File: src/rtl/alu_status.sv
module alu_status #(
  parameter int DW = 8
) (
  input  logic          clk,
  input  logic          rst_n,
  input  logic [3:0]    op,
  input  logic [DW-1:0] w_in,
  input  logic [DW-1:0] f_in,
  input  logic          dest_status,
  input  logic          exec,
  input  logic          ev_wdt_clear,
  input  logic          ev_sleep,
  input  logic          ev_wdt_timeout,
  output logic [DW-1:0] result,
  output logic [7:0]    status,
  output logic          bank_sel
);
  localparam int NH = DW / 2;
  localparam logic [3:0] OP_ADD = 4'd0, OP_SUB = 4'd1, OP_AND = 4'd2, OP_IOR = 4'd3,
                         OP_XOR = 4'd4, OP_RLF = 4'd5, OP_RRF = 4'd6, OP_SWAP = 4'd7,
                         OP_MOVW = 4'd8, OP_CLR = 4'd9;

  logic [7:0]    st;
  logic [DW-1:0] res;
  logic [2:0]    aff;
  logic          c_new;

  wire          is_sub = (op == OP_SUB);
  wire [DW-1:0] b      = is_sub ? ~w_in : w_in;
  wire [DW:0]   sum    = {1'b0, f_in} + {1'b0, b} + {{DW{1'b0}}, is_sub};

  always_comb begin
    res   = f_in;
    aff   = 3'b000;
    c_new = st[0];
    case (op)
      OP_ADD, OP_SUB: begin res = sum[DW-1:0]; aff = 3'b111; c_new = sum[DW]; end
      OP_AND:  begin res = f_in & w_in; aff = 3'b100; end
      OP_IOR:  begin res = f_in | w_in; aff = 3'b100; end
      OP_XOR:  begin res = f_in ^ w_in; aff = 3'b100; end
      OP_RLF:  begin res = {f_in[DW-2:0], st[0]}; aff = 3'b001; c_new = f_in[DW-1]; end
      OP_RRF:  begin res = {st[0], f_in[DW-1:1]}; aff = 3'b001; c_new = f_in[0]; end
      OP_SWAP: res = {f_in[NH-1:0], f_in[DW-1:NH]};
      OP_MOVW: res = w_in;
      OP_CLR:  begin res = '0; aff = 3'b100; end
      default: res = f_in;
    endcase
  end

  wire       z_new  = (res == '0);
  wire       dc_new = f_in[NH] ^ b[NH] ^ sum[NH];
  wire [2:0] flg    = {z_new, dc_new, c_new};
  wire [2:0] upd    = (aff & flg) | (~aff & st[2:0]);

  wire to_nx = ev_wdt_timeout ? 1'b0 : (ev_sleep | ev_wdt_clear) ? 1'b1 : st[4];
  wire pd_nx = ev_sleep ? 1'b0 : ev_wdt_clear ? 1'b1 : st[3];

  always_ff @(posedge clk or negedge rst_n) begin
    if (!rst_n) begin
      st <= 8'h18;
    end else begin
      st[4] <= to_nx;
      st[3] <= pd_nx;
      if (exec) begin
        if (dest_status) begin
          st[7:5] <= res[7:5];
          st[2:0] <= (|aff) ? upd : res[2:0];
        end else begin
          st[2:0] <= upd;
        end
      end
    end
  end

  assign result   = res;
  assign status   = st;
  assign bank_sel = st[5];
endmodule


File: config.mk
export PLATFORM = sky130hd
export DESIGN_NAME = alu_status
export DESIGN_NICKNAME = d
export VERILOG_FILES = /design/src/rtl/alu_status.sv
export SDC_FILE = /design/constraint.sdc
export NUM_CORES = 1
export LEC_CHECK = 0
export ABC_AREA = 0
export BUFFER_PORTS_ARGS = -buffer_cell sky130_fd_sc_hd__buf_4
export CORE_MARGIN = 4
export CORE_UTILIZATION = 55
export DETAILED_ROUTE_END_ITERATION = 8
export HOLD_SLACK_MARGIN = 0.1
export PLACE_DENSITY = 0.81
export SYNTH_ARGS = -nofsm -noshare
export SYNTH_HDL_FRONTEND = slang
export SYNTH_SLANG_ARGS = --single-unit
File: constraint.sdc
create_clock -name clk -period 5.9 [get_ports clk]
set_input_delay 0.59 -clock clk [delete_from_list [all_inputs] [get_ports clk]]
set_output_delay 0.59 -clock clk [all_outputs]
set_load 0.05 [all_outputs]
# Yosys cells after proc, flatten, opt, wreduce, memory -nomap -nowiden
# Cells that the tools add are included.
totals:
  ff_bits: 8
  latch_bits: 0
  mem_bits_rw: 0
  mem_bits_ro: 0
  input_bits: 27
  output_inout_bits: 17
  wordCells: 45
  mem_count: 0
op_classes:
  addsub: 2
  n_mul: 0
  n_div: 0
  order_cmp: 0
  eq_ne: 9
  shifts: 0
  mux: 10
  bitwise_logic: 11
  n_reduce_logical: 9
ops:
  columns: ["operator", "count"]
  rows:
  - ["case mux 8 bit (9 select lines)", 1]
  - ["equality test 4 x 3 -> 1 bit (second input constant)", 4]
  - ["adder 8 x 8 -> 9 bit", 1]
  - ["adder 9 x 1 -> 9 bit", 1]
  - ["case mux 3 bit (3 select lines)", 1]
  - ["AND 8 bit", 1]
  - ["equality test 4 x 2 -> 1 bit (second input constant)", 2]
  - ["equality test 4 bit (second input constant)", 2]
  - ["zero test 8 bit", 1]
  - ["2-to-1 mux 8 bit", 1]
  - ["inverter 8 bit", 1]
  - ["OR 8 bit", 1]
  - ["XOR 8 bit", 1]
  - ["AND 3 bit", 2]
  - ["2-to-1 mux 3 bit", 2]
  - ["equality test 4 x 1 -> 1 bit (second input constant)", 1]
  - ["zero test 4 bit", 1]
  - ["2-to-1 mux 1 bit", 4]
  - ["nonzero test 2 bit", 2]
  - ["OR reduction 2 bit", 2]
  - ["OR reduction 4 bit", 1]
  - ["inverter 3 bit", 1]
  - ["OR 3 bit", 1]
  - ["case mux 1 bit (3 select lines)", 1]
  - ["other kinds (4)", 5]

# Logic depth before layout (Yosys ltp)
# Gate-level depths: netlist of the first run.
depth:
  depth_word: 10
  depth_mapped: 13
  mapped_depth_nobuf: 11

# Worst setup path before layout of the first run
# OpenSTA, ideal clock, no wires.
synth_timing:
  path_kind: "input-to-output"
  start: "in op[1]"
  end: "out result[6]"
  arrival_ns: 3.315
  required_time_ns: 5.310
  setup_slack_ns: 1.995
  stages: 11
  n_path_buf: 2
  path_cell_list: "buf_6 -> nor4b_1 -> buf_2 -> xnor2_1 -> inv_1 -> fa_1 -> nand2b_1 -> a21oi_1 -> a31oi_1 -> xor2_1 -> o211ai_1"
synth_between:
  elab_chain_len: 5
synth_rtl:
  columns: ["item", "line_no", "text"]
  rows:
  - ["start, declared", "6", "input logic [3:0] op,"]
  - ["equality test 4 x 1 -> 1 bit", "28, 36", null]
  - ["2-to-1 mux 8 bit", "29", "wire [DW-1:0] b = is_sub ? ~w_in : w_in;"]
  - ["adder 8 x 8 -> 9 bit", "30", "wire [DW:0] sum = {1'b0, f_in} + {1'b0, b} + {{DW{1'b0}}, is_sub};"]
  - ["adder 9 x 1 -> 9 bit", "30", null]
  - ["case mux 8 bit (9 select lines) (*)", "36", "case (op)"]
  - ["end, declared", "14", "output logic [DW-1:0] result,"]
# Mark *: on every way between the ends. The rest lies on a longest branch, timed or not.

# Final worst setup path of the first run
layout_timing:
  start: "in op[0]"
  end: "out result[6]"
# The elaborated chain is that of the path after synthesis.

==> results of run 1 <==
==> metrics by stage <==
stage | total power, mW | instance area [um^2] | hold WS, ns | utilization [%] | setup slack, ns
after floorplan | 0.257 | 1880 | 0.294 | - | 1.99
after global placement | 0.330 | 2150 | 0.412 | 68.3 | 1.48
after detailed placement | 0.332 | 2150 | 0.415 | 68.3 | 1.41
after CTS | 0.382 | 2180 | 0.119 | 69.1 | 1.41
after global routing | 0.405 | 2180 | 0.126 | 69.1 | 1.19
final | 0.384 | 2180 | 0.122 | 69.1 | 1.38
==> power by group <==
group | internal, mW | switching (mW)
Clock | 0.0261 | 0.0227
Sequential | 0.0655 | 0.00708
Combinational | 0.0928 | 0.170
Total | 0.184 | 0.200
==> cells in the mapped netlist, types with 2 or more instances <==
library cell	instances	area, um^2
nor2b_1	3	18.8
dfrtp_1	6	150
clkbuf_1	3	11.3
mux2i_1	8	80.1
inv_1	23	86.3
o221ai_1	3	26.3
o31ai_2	2	25.0
a21oi_1	18	90.1
buf_6	4	45.0
a31oi_1	7	43.8
xor2_1	3	26.3
o32ai_1	2	17.5
o2bb2ai_1	2	17.5
xnor2_1	9	78.8
mux4_2	2	45.0
buf_2	5	25.0
ha_1	25	313
o211ai_1	3	22.5
o21bai_1	2	15.0
nor2_1	16	60.1
nor4b_1	2	17.5
a211oi_1	4	30.0
o22ai_1	3	18.8
nand3_1	4	20.0
dfstp_2	2	52.6
and2_1	2	12.5
a21o_1	5	37.5
a22o_1	2	17.5
buf_4	3	22.5
o21ai_0	9	45.0
nand2b_1	6	37.5
mux2_2	3	33.8
nand2_1	19	71.3
==> area by class of cell <==
class | count | area (um^2) | area share [%]
well taps | 44 | 55.1 | 2.53
inverters | 23 | 86.3 | 3.96
flip-flops and latches | 8 | 203 | 9.30
multi-input cells | 192 | 1490 | 68.2
clock buffers | 4 | 26.3 | 1.21
repair buffers | 43 | 323 | 14.8
==> routing by layer <==
| layer | vias to the layer above | part of all wire [%] | track usage (%) |
|---|---|---|---|
| li1 | 936 | - | - |
| met1 | 913 | 43 | 36.6 |
| met4 | 0 | 1.6 | 8.63 |
| met2 | 118 | 44 | 38.7 |
| met5 | - | 0 | 0 |
| met3 | 6 | 11 | 6.12 |
==> final timing paths <==
kind                           startpoint         to  slack [ns]  cells past startpoint
max                                 op[0]  result[6]        1.38                     11
min                                 rst_n  status[2]        0.12                      1
max reg2reg                     status[0]  status[2]        3.83                      6
min reg2reg                     status[3]  status[3]        0.49                      2
max in group asynchronous           rst_n  status[3]        5.56                      1
min in group clk           ev_wdt_timeout  status[4]        0.43                      2
==> logic make-up (layout without fill, tap and decap cells) <==
| logic type | count (synthesis) | count (layout) | synth area share [%] |
|---|---|---|---|
| AOI/OAI and AO/OA | 77 | 77 | 29.5 |
| and+or+nand+nor | 64 | 64 | 17.6 |
| buffers and inverters | 39 | 70 | 10.3 |
| adders and majority gates | 26 | 26 | 17.7 |
| muxes | 13 | 13 | 8.47 |
| xor gates and xnor gates | 12 | 12 | 5.60 |
| DFF | 8 | 8 | 10.8 |
==> impl_metrics.yaml, run 1 <==
status:
  status: "finished, final reports clean"
cts:
  cts_tree: "yes"
  cts_buffers: 3
  clkTransAtPathRegs_ns: 0.06
  cts_hold_buffers: 0
  clkLatencyLatePin_ns: 0.27
  clockBufferDepth: 2
  postCtsSetupRepairBufs: 0
  clkSinkCount: 8
  cts_root_buf: "clkbuf_4"
  cts_resized: 0
  htreeDepth: 1
timing:
  fin_tns_setup_ns: 0
  worstMarginPinSlew_ns: 1.05
  hold_viol_final: 0
  max_freq_mhz: 221
  period_minus_slack_ns: 4.52
  final-setup-viol-count: 0
  report.final.slew_viol_count: 0
  finalCritPeriodShare_pct: 76.7
  clock_skew_ns: 0.00903
  rsz0062_at_grt: "false"
  slew_headroom_pct: 30.0
power_and_ir_drop:
  peakVddDrop_mv: 0.177
  power_density_mw_per_mm2: 176
  power.leakage_nw: 1.01
yosys:
  yosys_warnings: 0
  syn_nets: 292
  synth_seq_area_share_pct: 10.8
  synth-async-reset-ratio_pct: 100
  synth_edf_count: 0
  synthFlopType: "dfrtp_1"
  synth_cell_type_count: 62
  ys_ff_latch: 8
  synth_area_mm2: 0.00188
  postSynthAreaPerCell_um2: 7.85
  syn_inst: 239
floorplanning:
  num_io_pins: 44
  row_count: 20
  die_h_um: 66.4
  fp.dieW_um: 66.4
  core_region_area_mm2: 0.00315
  initial_core_util_pct: 59.5
  dieArea_mm2: 0.00441
layout:
  area_growth_pct: 16.1
  mostFrequentLayoutCells: "buf_4 (43), ha_1 (25), inv_1 (23), nand2_1 (19), a21oi_1 (18)"
  drive_gt1_share_pct: 23.7
  layout_commonest_cell: "buf_4"
  final_nets: 324
  antenna_cells: 0
  fillers: 275
  largest_reg_flops: 8
  instances_no_fill: 314
setup_path:
  cp-end-kind: "output pin"
  critical_path_buf_inv_count: 3
  worst_path_max_delay_cell: "nor4b_2"
  cp_top_family: "simple AND/OR/NAND/NOR gates"
  cp.required_ns: 5.31
  critical_path_class: "in2out"
  worstPathMaxFanout: 41
  crit_path_start_kind: "input port"
  crit_chain: "buf_4, nor4b_2, xnor2_1, inv_1, fa_1, nand2b_1, a21oi_1, a31oi_1, xor2_1, o211ai_1, buf_4"
  worstPathArrival_ns: 3.93
  cp_common_cell: "buf_4"
  slowest_delay_ns: 0.92
route:
  drtPass1Iterations: 5
  wl_per_cell_um: 17.4
  drc: 0
  via_per_inst: 6.28
  via_count: 1973
  ant_nets: 0
  drtIter0Drc: 277
  wirelength_um: 5470
global_route:
  grt_first_pass_wirelength_um: 8740
  grt_max_degree: 42
  grt_pass1_vias: 1782
  grtUsageTotal_pct: 26.0
  antenna_found_initial: 0
  grt-ovfl-total: 0
min_path:
  holdCritPathClass: "in2async"
job:
  cap_violations: 0
place:
  portBuffers: 43
  dpl.hpwl_um: 4270
  dp_cells: 310
  place.gp.congestion: 0.925
No activity file was read; power rests on OpenSTA's default activity.
==> run 2, diff against run 1 <==
--- a/config.mk
+++ b/config.mk
@@ -5,13 +5,13 @@
 export SDC_FILE = /design/constraint.sdc
 export NUM_CORES = 1
 export LEC_CHECK = 0
-export ABC_AREA = 0
+export ABC_AREA = 1
 export BUFFER_PORTS_ARGS = -buffer_cell sky130_fd_sc_hd__buf_4
 export CORE_MARGIN = 4
 export CORE_UTILIZATION = 55
 export DETAILED_ROUTE_END_ITERATION = 8
 export HOLD_SLACK_MARGIN = 0.1
-export PLACE_DENSITY = 0.81
+export PLACE_DENSITY = 0.82
 export SYNTH_ARGS = -nofsm -noshare
 export SYNTH_HDL_FRONTEND = slang
 export SYNTH_SLANG_ARGS = --single-unit
==> constraint.sdc (replaced) <==
create_clock -name clk -period 4.2 [get_ports clk]
set_input_delay 0.42 -clock clk [delete_from_list [all_inputs] [get_ports clk]]
set_output_delay 0.42 -clock clk [all_outputs]
set_load 0.05 [all_outputs]
==> impl_metrics.yaml, run 2 <==
global_route:
  grtUsageTotal_pct: 26.8
  grt_pass1_vias: 1914
  grt_first_pass_wirelength_um: 8960
  antenna_found_initial: 0
  grt_max_degree: 12
  grt-ovfl-total: 0
power_and_ir_drop:
  p_sw_share_pct: 52.9
  pwr-share-seq_pct: 20.3
  p_sw_mw: 0.257
  p_int_mw: 0.228
  combPwrFrac_pct: 67.3
  power.share.clock_pct: 12.4
  power_density_mw_per_mm2: 224
  peakVddDrop_mv: 0.0784
  power.leakage_nw: 1.25
yosys:
  synth_edf_count: 0
  synth_area_leaders: "nand2_1 (21%), ha_1 (18%), inv_1 (11%)"
  syn_inst: 313
  ys_ff_latch: 8
  yosys-top-cells-count: "nand2_1 (100), inv_1 (54), nor2_1 (36), nand3_1 (28), ha_1 (25)"
  synth_top_area_cell: "nand2_1"
  post-synth-top-count-cell: "nand2_1"
  synth_seq_area_share_pct: 11.5
  postSynthAreaPerCell_um2: 5.65
  syn_nets: 366
  synth-async-reset-ratio_pct: 100
  yosys_warnings: 0
  synth_top_area_share_pct: 21.2
  synth_cell_type_count: 27
  synth_area_mm2: 0.00177
  synthFlopType: "dfrtp_1"
setup_path:
  slowest_delay_ns: 0.38
  cp-end-kind: "output pin"
  cp.required_ns: 3.78
  critical_path_class: "in2out"
  worst_path_max_delay_cell: "ha_1"
  crit_path_start_kind: "input port"
  cp_common_cell: "nand2_1"
  crit_chain: "buf_4, nor2_1, buf_4, nand2_1, xor2_1, ha_1, a21oi_1, nand2_1, nand2_1, nand2_1, nand2_1, nand3_1, nand2_1, nand2_1, inv_1, buf_4"
  worstPathMaxFanout: 11
  worstPathArrival_ns: 2.76
route:
  wirelength_um: 5390
  ant_nets: 0
  drtPass1Iterations: 8
  wl_per_cell_um: 13.4
  via_count: 2146
  drc: 0
  via_per_inst: 5.34
  drtIter0Drc: 199
floorplanning:
  core_region_area_mm2: 0.00305
  initial_core_util_pct: 57.9
  fp.dieW_um: 64.7
  num_io_pins: 44
  dieArea_mm2: 0.00419
  row_count: 20
  die_h_um: 64.7
timing:
  holdWs_ns: 0.286
  final-setup-viol-count: 0
  slew_headroom_pct: 49.8
  finalCritPeriodShare_pct: 75.8
  clock_skew_ns: 0.000363
  hold_viol_final: 0
  rsz0062_at_grt: "false"
  report.final.slew_viol_count: 0
  fin_tns_setup_ns: 0
  period_minus_slack_ns: 3.18
  worstMarginPinSlew_ns: 0.750
  max_freq_mhz: 314
cts:
  clockBufferDepth: 2
  cts_root_buf: "clkbuf_4"
  clkTransAtPathRegs_ns: 0.05
  cts_resized: 0
  htreeDepth: 1
  cts_buffers: 3
  cts_tree: "yes"
  clkLatencyLatePin_ns: 0.26
  clkSinkCount: 8
place:
  portBuffers: 43
  dp_cells: 398
  dpl.hpwl_um: 4470
  place.gp.congestion: 0.969
layout:
  regArea_um2: 203
  largest_reg_flops: 8
  drive_gt1_share_pct: 14.5
  final_nets: 413
  area_growth_pct: 22.6
  layout_commonest_cell: "nand2_1"
  multi_input_area_mm2: 0.00134
  fillers: 289
  antenna_cells: 0
  mostFrequentLayoutCells: "nand2_1 (100), inv_1 (54), buf_4 (44), nor2_1 (36), nand3_1 (28)"
  instances_no_fill: 402
min_path:
  holdCritPathClass: "in2reg"
job:
  cap_violations: 0
status:
  status: "finished, final reports clean"
-- run 2: cell types whose count changed after synthesis, moves of 5 or more --
cell / previous run / this run
nand3_1: 4 / 28
nor2_1: 16 / 36
mux2i_1: 8 / 0
nand2_1: 19 / 100
inv_1: 23 / 54
a31oi_1: 7 / 2
nand2b_1: 6 / 0
a21oi_1: 18 / 7
xnor2_1: 9 / 0
o21ai_0: 9 / 18
-- run 2: power by group through the flow --
| stage | Clock (mW) | Combinational (mW) | Sequential, mW |
|---|---|---|---|
| final | 0.0603 | 0.326 | 0.0985 |
| after global routing | 0.0634 | 0.356 | 0.101 |
| after CTS | 0.0587 | 0.324 | 0.0986 |
| after detailed placement | 0 | 0.322 | 0.0998 |
| after global placement | 0 | 0.319 | 0.0993 |
| after floorplan | 0 | 0.177 | 0.141 |
-- run 2: final cells by class --
class                   instances  share of cell area, %
clock buffers                   3                   1.04
well taps                      44                   2.54
multi-input cells             247                   61.9
repair buffers                 45                   15.7
flip-flops and latches          8                   9.35
inverters                      55                   9.52
-- run 2: final timing paths --
path                            from        end  slack (ns)  depth (start not counted)
hold reg to reg            status[6]  status[6]        0.48                          2
hold / removal              ev_sleep  status[3]        0.29                          2
max in group asynchronous      rst_n  status[3]        3.48                          2
setup reg to reg           status[0]  status[2]        2.72                         11
setup / recovery               op[2]  result[7]        1.02                         16
min in group asynchronous      rst_n  status[1]        0.51                          2
-- run 2: kinds of logic (layout without fill, tap and decap cells) --
family	count (synthesis)	after routing	share of synthesized area (%)
AO/OA/AOI/OAI	37	37	12.1
XOR/XNOR	7	7	3.47
adder cells (fa/ha/maj)	26	26	18.8
buffers and inverters	58	103	12.7
flip-flops	8	8	11.5
multiplexers	1	1	0.637
AND/OR/NAND/NOR	176	176	40.8
-- run 2: repair_timing --
action / in CTS / in global routing
setup buffers: 0 / 0
hold buffers: 1 / 0
endpoints found under the hold margin: 6 / 0
-- run 2: metrics by stage --
stage	power [mW]	util, %	instance area [um^2]	setup WS (ns)
2_1_floorplan	0.318	-	1770	1.21
3_3_place_gp	0.418	70.0	2140	1.13
3_5_place_dp	0.422	70.0	2140	1.07
4_1_cts	0.481	71.0	2170	1.06
5_1_grt	0.520	71.0	2170	0.766
6_report	0.485	71.0	2170	1.02
-- run 2: layer usage --
| layer | track usage (%) | up-vias | part of all wire, % |
|---|---|---|---|
| met1 | 35.3 | 932 | 41 |
| met3 | 3.81 | 12 | 10 |
| li1 | - | 1089 | - |
| met2 | 45.9 | 113 | 47 |
| met5 | 0 | - | 0 |
| met4 | 6.60 | 0 | 1.5 |
-- run 2: worst max-delay path, delay by kind of cell --
kind,cells,cell delay [ns]
and+or+nand+nor,9,0.91
buffers and inverters,4,0.55
adders and majority gates,1,0.38
AOI/OAI and AO/OA,1,0.26
xor gates and xnor gates,1,0.24
